[config.mk]
export PLATFORM = sky130hd
export DESIGN_NAME = ecc_err_logger
export DESIGN_NICKNAME = d
export VERILOG_FILES = /design/src/rtl/ecc_err_logger.sv
export SDC_FILE = /design/constraint.sdc
export NUM_CORES = 1
export LEC_CHECK = 0
export ABC_AREA = 1
export BUFFER_PORTS_ARGS = -buffer_cell sky130_fd_sc_hd__buf_2
export CAP_MARGIN = 20
export CORE_ASPECT_RATIO = 1.75
export CORE_UTILIZATION = 45
export CTS_CLUSTER_DIAMETER = 60
export DETAILED_ROUTE_END_ITERATION = 10
export PLACE_DENSITY = 0.9
export RECOVER_POWER = 25
export SLEW_MARGIN = 20
export SYNTH_ARGS = -nofsm -noshare
export SYNTH_HDL_FRONTEND = slang
export SYNTH_SLANG_ARGS = --single-unit
[constraint.sdc]
create_clock -name clk -period 1.9 [get_ports clk]
set_input_delay 0.095 -clock clk [delete_from_list [all_inputs] [get_ports clk]]
set_output_delay 0.095 -clock clk [all_outputs]
set_load 0.02 [all_outputs]
[src/rtl/ecc_err_logger.sv]
module ecc_err_logger #(
  parameter int ADDR_W = 32,
  parameter int SYN_W  = 8
) (
  input  logic              clk,
  input  logic              rst_n,
  input  logic              ecc_en,
  input  logic              ev_valid,
  input  logic              ev_ce,
  input  logic              ev_ue,
  input  logic [ADDR_W-1:0] ev_addr,
  input  logic [SYN_W-1:0]  ev_syn,
  input  logic              reg_we,
  input  logic [31:0]       reg_wdata,
  output logic [31:0]       reg_rdata,
  output logic              nmi_o,
  output logic              serr_o,
  output logic              scrub_req_o,
  output logic [ADDR_W-1:0] scrub_addr_o
);
  localparam int KEEP_W = 19;
  localparam int LOW_W  = ADDR_W - KEEP_W;

  logic              sbe_q, mbe_q;
  logic              scrub_off_q, serr_en_q, nmi_en_q;
  logic [KEEP_W-1:0] addr_q;
  logic [SYN_W-1:0]  syn_q;

  wire hit      = ev_valid & ecc_en & (ev_ce | ev_ue);
  wire idle     = ~sbe_q & ~mbe_q;
  wire capture  = hit & idle;
  wire clr_both = reg_we & (reg_wdata[1:0] == 2'b11);
  wire fix_read = ev_valid & ecc_en & ev_ce & ~ev_ue;

  always_ff @(posedge clk) begin
    if (!rst_n) begin
      sbe_q       <= 1'b0;
      mbe_q       <= 1'b0;
      addr_q      <= '0;
      syn_q       <= '0;
      scrub_off_q <= 1'b0;
      serr_en_q   <= 1'b0;
      nmi_en_q    <= 1'b0;
    end else begin
      if (reg_we) begin
        scrub_off_q <= reg_wdata[31];
        serr_en_q   <= reg_wdata[3];
        nmi_en_q    <= reg_wdata[2];
      end
      if (capture) begin
        mbe_q  <= ev_ue;
        sbe_q  <= ~ev_ue;
        addr_q <= ev_addr[ADDR_W-1:LOW_W];
        syn_q  <= ev_syn;
      end else if (clr_both) begin
        sbe_q <= 1'b0;
        mbe_q <= 1'b0;
      end
    end
  end

  always_ff @(posedge clk) begin
    if (!rst_n) begin
      scrub_req_o  <= 1'b0;
      scrub_addr_o <= '0;
    end else begin
      scrub_req_o <= fix_read & ~scrub_off_q;
      if (fix_read) scrub_addr_o <= ev_addr;
    end
  end

  assign reg_rdata = {scrub_off_q, addr_q, syn_q, serr_en_q, nmi_en_q, mbe_q, sbe_q};
  assign nmi_o     = sbe_q & nmi_en_q;
  assign serr_o    = mbe_q & serr_en_q;
endmodule


After elaboration in Yosys (flattened, before gate mapping)
Cells that the tools add are included.
{ "totals": {"regBits": 65, "input_bits": 79, "output_inout_bits": 67, "wordCells": 29} }
{ "classes": {"eq_ne": 1, "muxes": 3, "bitwise": 15, "reduce_logical": 1} }
{ "ops": {"columns": ["op", "n"], "rows": [
  ["1-bit AND", 10],
  ["1-bit inverter", 4],
  ["1-bit two-way mux", 3],
  ["2-bit == test, second input constant", 1],
  ["2-bit nonzero test", 1],
  ["1-bit bitwise OR", 1]
]} }

Logic depth before layout (Yosys ltp)
Gate-level depths: netlist (run 1).
{ "logic_depth": {"ltp_word": 4, "ltp_mapped": 7, "ltp_nobuf": 6} }

Worst setup path after synthesis (run 1)
OpenSTA, ideal clock, no wires.
{ "synth_timing": {"kind": "reg2reg", "start": "reg mbe_q", "end": "reg addr_q[10]", "setup_time_ns": 0.115, "t_arrival_ns": 0.902, "required_ns": 1.785, "slack_ns": 0.883, "path_stages_with_launch": 6, "n_path_buf": 1, "period_less_slack_ns": 1.017, "cell_sequence": "dfxtp_1 -> nor2_1 -> clkbuf_1 -> nand3_1 -> nand2_1 -> nor2_1"} }
{ "synth_via": {"elab_chain_len": 3} }
{ "synth_lines": {"columns": ["element", "line_no", "source"], "rows": [
  ["start, declared", "24", "logic sbe_q, mbe_q;"],
  ["start signal, assigned", "51", "mbe_q <= ev_ue;"],
  ["1-bit inverter", "30", "wire idle = ~sbe_q & ~mbe_q;"],
  ["1-bit AND", "30", null],
  ["1-bit AND", "31", "wire capture = hit & idle;"],
  ["end signal, assigned", "53", "addr_q <= ev_addr[ADDR_W-1:LOW_W];"],
  ["end, declared", "26", "logic [KEEP_W-1:0] addr_q;"]
]} }
No other way between the ends.
A chain may end at the register's enable or synchronous reset.

Final worst setup path (run 1)
{ "layout_timing": {"start": "reg mbe_q", "end": "reg addr_q[5]"} }
Same word-level chain as after synthesis.

==> metrics, run 1 <==
status completed; internal power 2.18 mW; HPWL Detailed 4.44 mm; RR Endpoint addr_q[5]; post-synthesis register bit count 65; CTS tree yes; fin nets 562; total negative slack 0 ps; Hold Crit Start ev_addr[29]; post-DR wirelength/cell 12.4 um; final WL 6.99 mm; Total GRT Usage 23.1%; ant diodes 0; pin count of the biggest net entering global routing 57; HP Class primary input to flip-flop; Clock Skew 6.66 ps; Synthesis Warnings 0; final period utilization 72.9%; syn nets 435; initial antenna violation count 0; Synth Area in Compound Gates 12.1%; clock latency on the worst-skew pair 340 ps; Fin. Hold Viols 0; leakage 1.94 nW; CTS buffer count 9; final slew viol count 0; fmax 0.722 GHz; Worst setup EP type flip-flop; Routability Congestion 0.767; Final setup viols 0; post-synthesis mux area share 0%; CP startpoint mbe_q; num ports 146; DRT Pass-1 Iters 4; Max-cap violations 0; FF-to-FF Start mbe_q; CTS root buf clkbuf_8; worst hold stages 3; R2R Setup Slk 510 ps; most frequent cells in the layout 118 x buf_2, 98 x nor2_1, 65 x dfxtp_1; commonest non-fill, non-tap cell in the layout buf_2; arrival time at the worst endpoint 1620 ps; Starting Density 47.0%; Routed Antenna Nets 0; drt via density 4.76; sequential power share 48.9%; setup repair bufs after CTS 0; switching part of the total power 27.4%; Tmin final 1390 ps; xor/xnor share of the synthesized area 0%; Die Height 103 um; DIE WIDTH 60.0 um; # clock sinks 65; relative slew slack 30.8%; row count 36; first-pass GRT wire length 10.5 mm; Synth Area in Adders 0%; Synth Instances 356; CTS H-Tree Depth 3; DRC violations left 0; combinational family with the most area after synthesis simple AND/OR/NAND/NOR gates; core box area 5630 um^2; synthesized cell area 2650 um^2; die area 6200 um^2; critical path type flip-flop to flip-flop; vias in the first global route 2398; RSZ-0062 raised after global routing false; Slew @ Worst Pin 1040 ps; clock share of power 35.7%; cts repair resizes 0; P&R area growth vs syn 34.6%; vias 2680; post-synthesis sequential area ratio 49.2%; clk buf depth 2; 1st-iter DRT viols 147; final total power 3.00 mW; PwrDens 844 nW/um^2; worst vdd ir 0.510 mV; worst-path fanout max 56; Reg2Reg Depth 5; Hold Path End scrub_addr_o[29]; IO Port Bufs 118; WP data required 2140 ps; Comb power frac 15.4%; layout cell share with drive strength beyond 1 29.0%; cts-stage hold buffer count 23; gr ovfl total 0; clock-pin slew on the worst setup and hold paths 70 ps; Yosys cell types 19; Critical Path Start Type flip-flop; Sw Pwr 0.824 mW; syn avg cell area 7.43 um^2; Post-Synth Simple-Gate Area 26.1%
## synth_stat cells
cell / number / area, um^2
a21oi_1: 29 / 145
buf_1: 2 / 7.51
buf_2: 4 / 20.0
buf_4: 11 / 82.6
buf_6: 7 / 78.8
clkbuf_1: 4 / 15.0
clkbuf_2: 1 / 5.00
dfxtp_1: 65 / 1300
inv_1: 32 / 120
inv_2: 1 / 3.75
nand2_1: 33 / 124
nand2_2: 1 / 6.26
nand3_1: 29 / 145
nor2_1: 98 / 368
nor2_2: 1 / 6.26
nor2_4: 1 / 11.3
nor2_8: 1 / 20.0
nor3_2: 1 / 10.0
o21ai_0: 35 / 175
## routing by layer
metal	global-route usage [%]	share of wire (%)
met1	25.5	41
met2	38.4	50
met3	6.47	5.8
met4	14.1	3.6
met5	0	0
## final cells by class
| class | instances | area (um^2) |
|---|---|---|
| Tap cell | 76 | 95.1 |
| Inverter | 33 | 124 |
| Clock buffer | 12 | 165 |
| Fill cell | 476 | 2070 |
| Timing Repair Buffer | 145 | 851 |
| Sequential cell | 65 | 1300 |
| Multi-Input combinational cell | 229 | 1010 |
| Clock inverter | 3 | 15.0 |
## through the flow
stage	area (um^2)	cells	hold WS [ps]	worst slack [ps]	util (%)
3_5_place_dp	3160	525	327	598	56.1
6_report	3560	563	7.62	514	63.2
2_1_floorplan	2650	356	230	883	-
4_1_cts	3570	563	4.07	577	63.4
5_1_grt	3560	563	17.7	395	63.2
3_3_place_gp	3160	525	316	634	56.1
## logic make-up after synthesis
family / count (synthesis)
and+or+nand+nor: 165
DFF: 65
AOI/OAI and AO/OA: 64
buffers and inverters: 62
## critical path, cell delays in order, from the launching register on
cell and delay [ps]:
dfxtp_1 360, nor2_4 110, buf_4 440, nand3_1 190, nand2_1 120, nor2_1 50
## worst max-delay path by stage
| stage | to | slack (ps) | cells after the start |
|---|---|---|---|
| detailed placement | addr_q[0] | 600 | 5 |
| CTS | addr_q[9] | 580 | 5 |
| global placement | addr_q[0] | 630 | 5 |
| global route | addr_q[5] | 400 | 5 |
| finish | addr_q[5] | 510 | 5 |
| floorplan | addr_q[10] | 880 | 5 |
## state kept, by name, summed over array words and instances, names as in the netlist
signal and flops:
mbe_q 1, serr_en_q 1, syn_q 8, scrub_addr_o 32, sbe_q 1, scrub_req_o 1, addr_q 19, nmi_en_q 1
scrub_off_q 1
## power groups by stage
stage / Sequential, mW / Clock, mW / Combinational [mW]
finish: 1.47 / 1.07 / 0.463
global route: 1.48 / 1.14 / 0.510
detailed placement: 1.50 / 0 / 0.423
CTS: 1.47 / 1.09 / 0.460
global placement: 1.50 / 0 / 0.412
floorplan: 1.57 / 0 / 0.212
Note: power is estimated with default switching activity, not from simulation.
==> run 2, diff against run 1 <==
--- a/config.mk
+++ b/config.mk
@@ -9,10 +9,10 @@
 export BUFFER_PORTS_ARGS = -buffer_cell sky130_fd_sc_hd__buf_2
 export CAP_MARGIN = 20
 export CORE_ASPECT_RATIO = 1.75
-export CORE_UTILIZATION = 45
+export CORE_UTILIZATION = 40
 export CTS_CLUSTER_DIAMETER = 60
 export DETAILED_ROUTE_END_ITERATION = 10
-export PLACE_DENSITY = 0.9
+export PLACE_DENSITY = 0.85
 export RECOVER_POWER = 25
 export SLEW_MARGIN = 20
 export SYNTH_ARGS = -nofsm -noshare
==> constraint.sdc (replaced) <==
create_clock -name clk -period 1.24 [get_ports clk]
set_input_delay 0.062 -clock clk [delete_from_list [all_inputs] [get_ports clk]]
set_output_delay 0.062 -clock clk [all_outputs]
set_load 0.02 [all_outputs]
==> metrics, run 2 (synthesis results as in run 1) <==
max reg flops 32 (unchanged); DRT Pass-1 Iters 4 (unchanged); Tmin final 1120 ps (-268 ps); PwrDens 1250 nW/um^2 (+48%); Fin. Hold Viols 0 (unchanged); gr ovfl total 0 (unchanged); Total GRT Usage 21.8% (-1.3 points); DRC violations left 0 (unchanged); ant diodes 0 (unchanged); P&R area growth vs syn 40.2%; final worst slack 122 ps (-392 ps); final period utilization 90.2% (+17 points); Final setup viols 0 (unchanged); leakage 1.99 nW (+2.5%); Clock Skew 4.22 ps (-2.44 ps); most frequent cells in the layout 115 x buf_2, 98 x nor2_1, 65 x dfxtp_1; initial antenna violation count 0 (unchanged); Slew @ Worst Pin 596 ps (-442 ps); CTS tree yes; WP data required 1470 ps (-670 ps); commonest non-fill, non-tap cell in the layout buf_2; HP Class primary input to flip-flop; arrival time at the worst endpoint 1350 ps (-270 ps); layout cell share with drive strength beyond 1 27.9% (-1.0 points); clk buf depth 2 (unchanged); Worst setup EP type flip-flop; drt via density 4.68 (-1.6%); total negative slack 0 ps (unchanged); final WL 7.16 mm (+2.5%); Largest regs scrub_addr_o (32), addr_q (19), syn_q (8); vias 2707 (+1.0%); IO Port Bufs 118 (unchanged); CTS root buf clkbuf_8; final slew viol count 0 (unchanged); post-DR wirelength/cell 12.4 um (-0.16%); fmax 0.894 GHz (+24%); DP Worst Slack 95.2 ps (-503 ps); worst vdd ir 0.688 mV (+35%); Die Height 110 um (+6.0%); status completed; Starting Density 42.1% (-4.8 points); 1st-iter DRT viols 166 (+13%); Max-cap violations 0 (unchanged); num ports 146 (unchanged); pin count of the biggest net entering global routing 57 (unchanged); row count 38 (+5.6%); DIE WIDTH 63.5 um (+5.9%); core box area 6280 um^2 (+11%); Critical Path Start Type flip-flop; die area 6950 um^2 (+12%); # clock sinks 65 (unchanged); CTS H-Tree Depth 3 (unchanged); Top reg by flops scrub_addr_o; Routed Antenna Nets 0 (unchanged); worst-path fanout max 56 (unchanged); first-pass GRT wire length 11.8 mm (+12%); relative slew slack 60.2% (+29 points); vias in the first global route 2727 (+14%); RSZ-0062 raised after global routing false; Routability Congestion 0.758 (-1.2%); clock-pin slew on the worst setup and hold paths 70 ps (about the same); critical path type flip-flop to flip-flop; HPWL Detailed 4.48 mm (+0.99%); CTS buffer count 9 (unchanged); clock latency on the worst-skew pair 340 ps (about the same); fin nets 573 (+2.0%)
==> run 2: repair_timing <==
action / CTS / global route
setup buffers: 0 / 0
gates resized for setup: 0 / 0
endpoints found under the setup margin: 0 / 0
hold buffers: 34 / 0
hold endpoints to repair: 34 / 0
==> run 2: worst paths after layout <==
check        slack, ps  cells after the start         from               end
max                120                      5        mbe_q          syn_q[7]
min reg2reg        450                      1  scrub_off_q       scrub_req_o
max reg2reg        120                      5        mbe_q          syn_q[7]
min                 20                      3  ev_addr[15]  scrub_addr_o[15]
==> run 2: worst max-delay path, cell delays in order, from the launching register on <==
cell     delay (ps)
dfxtp_1         360
nor2_4          140
buf_12          230
nand3_1         130
nand2_1          90
nor2_1           40
==> run 2: per-stage QoR <==
| stage | hold WS, ps | std cells | total power, mW | cell area [um^2] | util, % |
|---|---|---|---|---|---|
| final | 22.3 | 578 | 4.63 | 3710 | 59.1 |
| after global routing | 36.4 | 578 | 4.83 | 3710 | 59.1 |
| after CTS | 1.35 | 578 | 4.67 | 3720 | 59.3 |
| after detailed placement | 295 | 529 | 2.96 | 3200 | 51.0 |
| after global placement | 283 | 529 | 2.94 | 3200 | 51.0 |
| after floorplan | 197 | 356 | 2.73 | 2650 | - |
==> run 2: report_power, final <==
| group | switching, mW | total, mW | internal (mW) |
|---|---|---|---|
| sequential | 0.0583 | 2.25 | 2.19 |
| clock | 0.760 | 1.63 | 0.867 |
| combinational | 0.435 | 0.749 | 0.315 |
| total | 1.25 | 4.63 | 3.38 |
==> run 2: cell type report <==
| class | count | area [um^2] |
|---|---|---|
| sequential | 65 | 1300 |
| multi-input combinational | 229 | 1010 |
| inverter | 33 | 124 |
| clock inverter | 3 | 15.0 |
| tap | 80 | 100 |
| fill | 568 | 2570 |
| clock buffer | 12 | 165 |
| timing repair buffer | 156 | 995 |
==> run 2: per-layer routing <==
| metal | vias up | track usage (%) | part of all wire [%] |
|---|---|---|---|
| li1 | 1382 | - | - |
| met1 | 1204 | 22.2 | 39 |
| met2 | 98 | 38.4 | 51 |
| met3 | 23 | 4.98 | 6.2 |
| met4 | 0 | 15.7 | 3.7 |
| met5 | - | 0 | 0 |
==> run 3, diff against run 2 <==
--- a/config.mk
+++ b/config.mk
@@ -9,10 +9,10 @@
 export BUFFER_PORTS_ARGS = -buffer_cell sky130_fd_sc_hd__buf_2
 export CAP_MARGIN = 20
 export CORE_ASPECT_RATIO = 1.75
-export CORE_UTILIZATION = 40
+export CORE_UTILIZATION = 35
 export CTS_CLUSTER_DIAMETER = 60
 export DETAILED_ROUTE_END_ITERATION = 10
-export PLACE_DENSITY = 0.85
+export PLACE_DENSITY = 0.77
 export RECOVER_POWER = 25
 export SLEW_MARGIN = 20
 export SYNTH_ARGS = -nofsm -noshare
==> metrics, run 3 (synthesis results as in run 1) <==
CTS buffer count 9 (unchanged); Total GRT Usage 19.4% (-2.4 points); gr ovfl total 0 (unchanged); layout cell share with drive strength beyond 1 27.8% (-0.089 points); CTS H-Tree Depth 3 (unchanged); worst hold stages 3 (unchanged); clock-pin slew on the worst setup and hold paths 50 ps (-20 ps); first-pass GRT wire length 11.3 mm (-3.8%); vias 2691 (-0.59%); ant diodes 0 (unchanged); WP data required 1450 ps (-20 ps); post-DR wirelength/cell 12.5 um (+0.53%); HP Class primary input to flip-flop; CP startpoint mbe_q; core box area 7280 um^2 (+16%); most frequent cells in the layout 112 x buf_2, 98 x nor2_1, 65 x dfxtp_1; DRT Pass-1 Iters 4 (unchanged); final design utilization 52.6% (-6.5 points); critical path type flip-flop to flip-flop; Slew @ Worst Pin 619 ps (+23.0 ps); CTS root buf clkbuf_16; fill cell count 682 (+20%); worst vdd ir 0.740 mV (+7.7%); clk buf depth 2 (unchanged); Final setup viols 0 (unchanged); IO Port Bufs 118 (unchanged); Largest regs scrub_addr_o (32), addr_q (19), syn_q (8); PwrDens 1500 nW/um^2 (+20%); row count 41 (+7.9%); max reg flops 32 (unchanged); Hold Crit Start ev_addr[18]; leakage 2.03 nW (+2.0%); fmax 0.913 GHz (+2.0%); worst-path fanout max 56 (unchanged); Routed Antenna Nets 0 (unchanged); drt via density 4.62 (-1.3%); Top reg by flops scrub_addr_o; 1st-iter DRT viols 156 (-6.0%); fin nets 570 (-0.52%); FF-to-FF Start mbe_q; Starting Density 36.3% (-5.8 points); Clock Skew 1.78 ps (-2.44 ps); commonest non-fill, non-tap cell in the layout buf_2; P&R area growth vs syn 44.8%; DIE WIDTH 67.7 um (+6.7%); relative slew slack 58.7% (-1.5 points); DRC violations left 0 (unchanged); R2R Setup Slk 140 ps (+20 ps); HPWL Detailed 4.48 mm (+0.13%); total negative slack 0 ps (unchanged); multi-input combinational cell area 1010 um^2 (unchanged); Worst setup EP type flip-flop; Routability Congestion 0.734 (-3.1%); Fin. Hold Viols 0 (unchanged); clock latency on the worst-skew pair 320 ps (-20 ps); Tmin final 1100 ps (-22.5 ps); die area 7920 um^2 (+14%); status completed; Reg2Reg Depth 5 (unchanged); RSZ-0062 raised after global routing false; CTS tree yes; Critical Path Start Type flip-flop; final slew viol count 0 (unchanged); num ports 146 (unchanged); arrival time at the worst endpoint 1310 ps (-40 ps); RR Endpoint addr_q[8]; Die Height 117 um (+6.8%); sequential standard cell area 1300 um^2 (unchanged); Hold Path End scrub_addr_o[18]; initial antenna violation count 0 (unchanged); final period utilization 88.4% (-1.8 points); Max-cap violations 0 (unchanged); vias in the first global route 2539 (-6.9%); final WL 7.25 mm (+1.2%); # clock sinks 65 (unchanged); pin count of the biggest net entering global routing 57 (unchanged)
[run 3: metal layers]
metal / up-vias / wire length [um] / share of wire, % / global-route usage [%]
met3: 18 / 383 / 5.3 / 5.04
li1: 1385 / - / - / -
met1: 1191 / 2950 / 41 / 21.7
met4: 0 / 221 / 3.0 / 12.9
met5: - / 0 / 0 / 0
met2: 97 / 3700 / 51 / 31.6
[run 3: how the worst max path moves through the flow]
stage,end,slack (ps),cells after the start
detailed placement,scrub_addr_o[26],90,6
CTS,serr_o,130,3
global placement,scrub_addr_o[23],130,6
global route,syn_q[1],60,5
floorplan,addr_q[10],220,5
finish,addr_q[8],140,5
[run 3: stage by stage]
step | setup WS, ps | cell area, um^2 | total power [mW] | std cells | hold WS (ps)
after floorplan | 223 | 2650 | 2.73 | 356 | 197
after global placement | 132 | 3220 | 2.95 | 536 | 284
after detailed placement | 88.2 | 3220 | 2.97 | 536 | 293
after CTS | 130 | 3850 | 5.80 | 582 | 3.49
after global routing | 61.3 | 3830 | 5.98 | 582 | 19.1
final | 144 | 3830 | 5.75 | 582 | 7.58
[run 3: worst max-delay path, stage by stage, from the launching register on]
cell	delay, ps
dfxtp_1	360
nor2_4	140
buf_12	240
nand3_1	110
nand2_1	70
nor2_1	40
[run 3: cell type report]
class / count / share of cell area, %
inverter: 33 / 3.23
clock buffer: 11 / 6.60
sequential: 65 / 34.0
multi-input combinational: 229 / 26.3
timing repair buffer: 153 / 25.0
clock inverter: 5 / 2.03
tap: 86 / 2.81
[run 3: repair_timing]
action,CTS,global route
gates resized for setup,0,0
hold endpoints to repair,30,0
setup buffers,0,0
hold buffers,30,0
setup endpoints to repair,0,0
[run 3: power by group]
group	switching (mW)	internal [mW]	leakage, nW
Combinational	0.438	0.307	1.34
Sequential	0.0563	2.20	0.531
Clock	0.887	1.86	0.162
Total	1.38	4.36	2.03
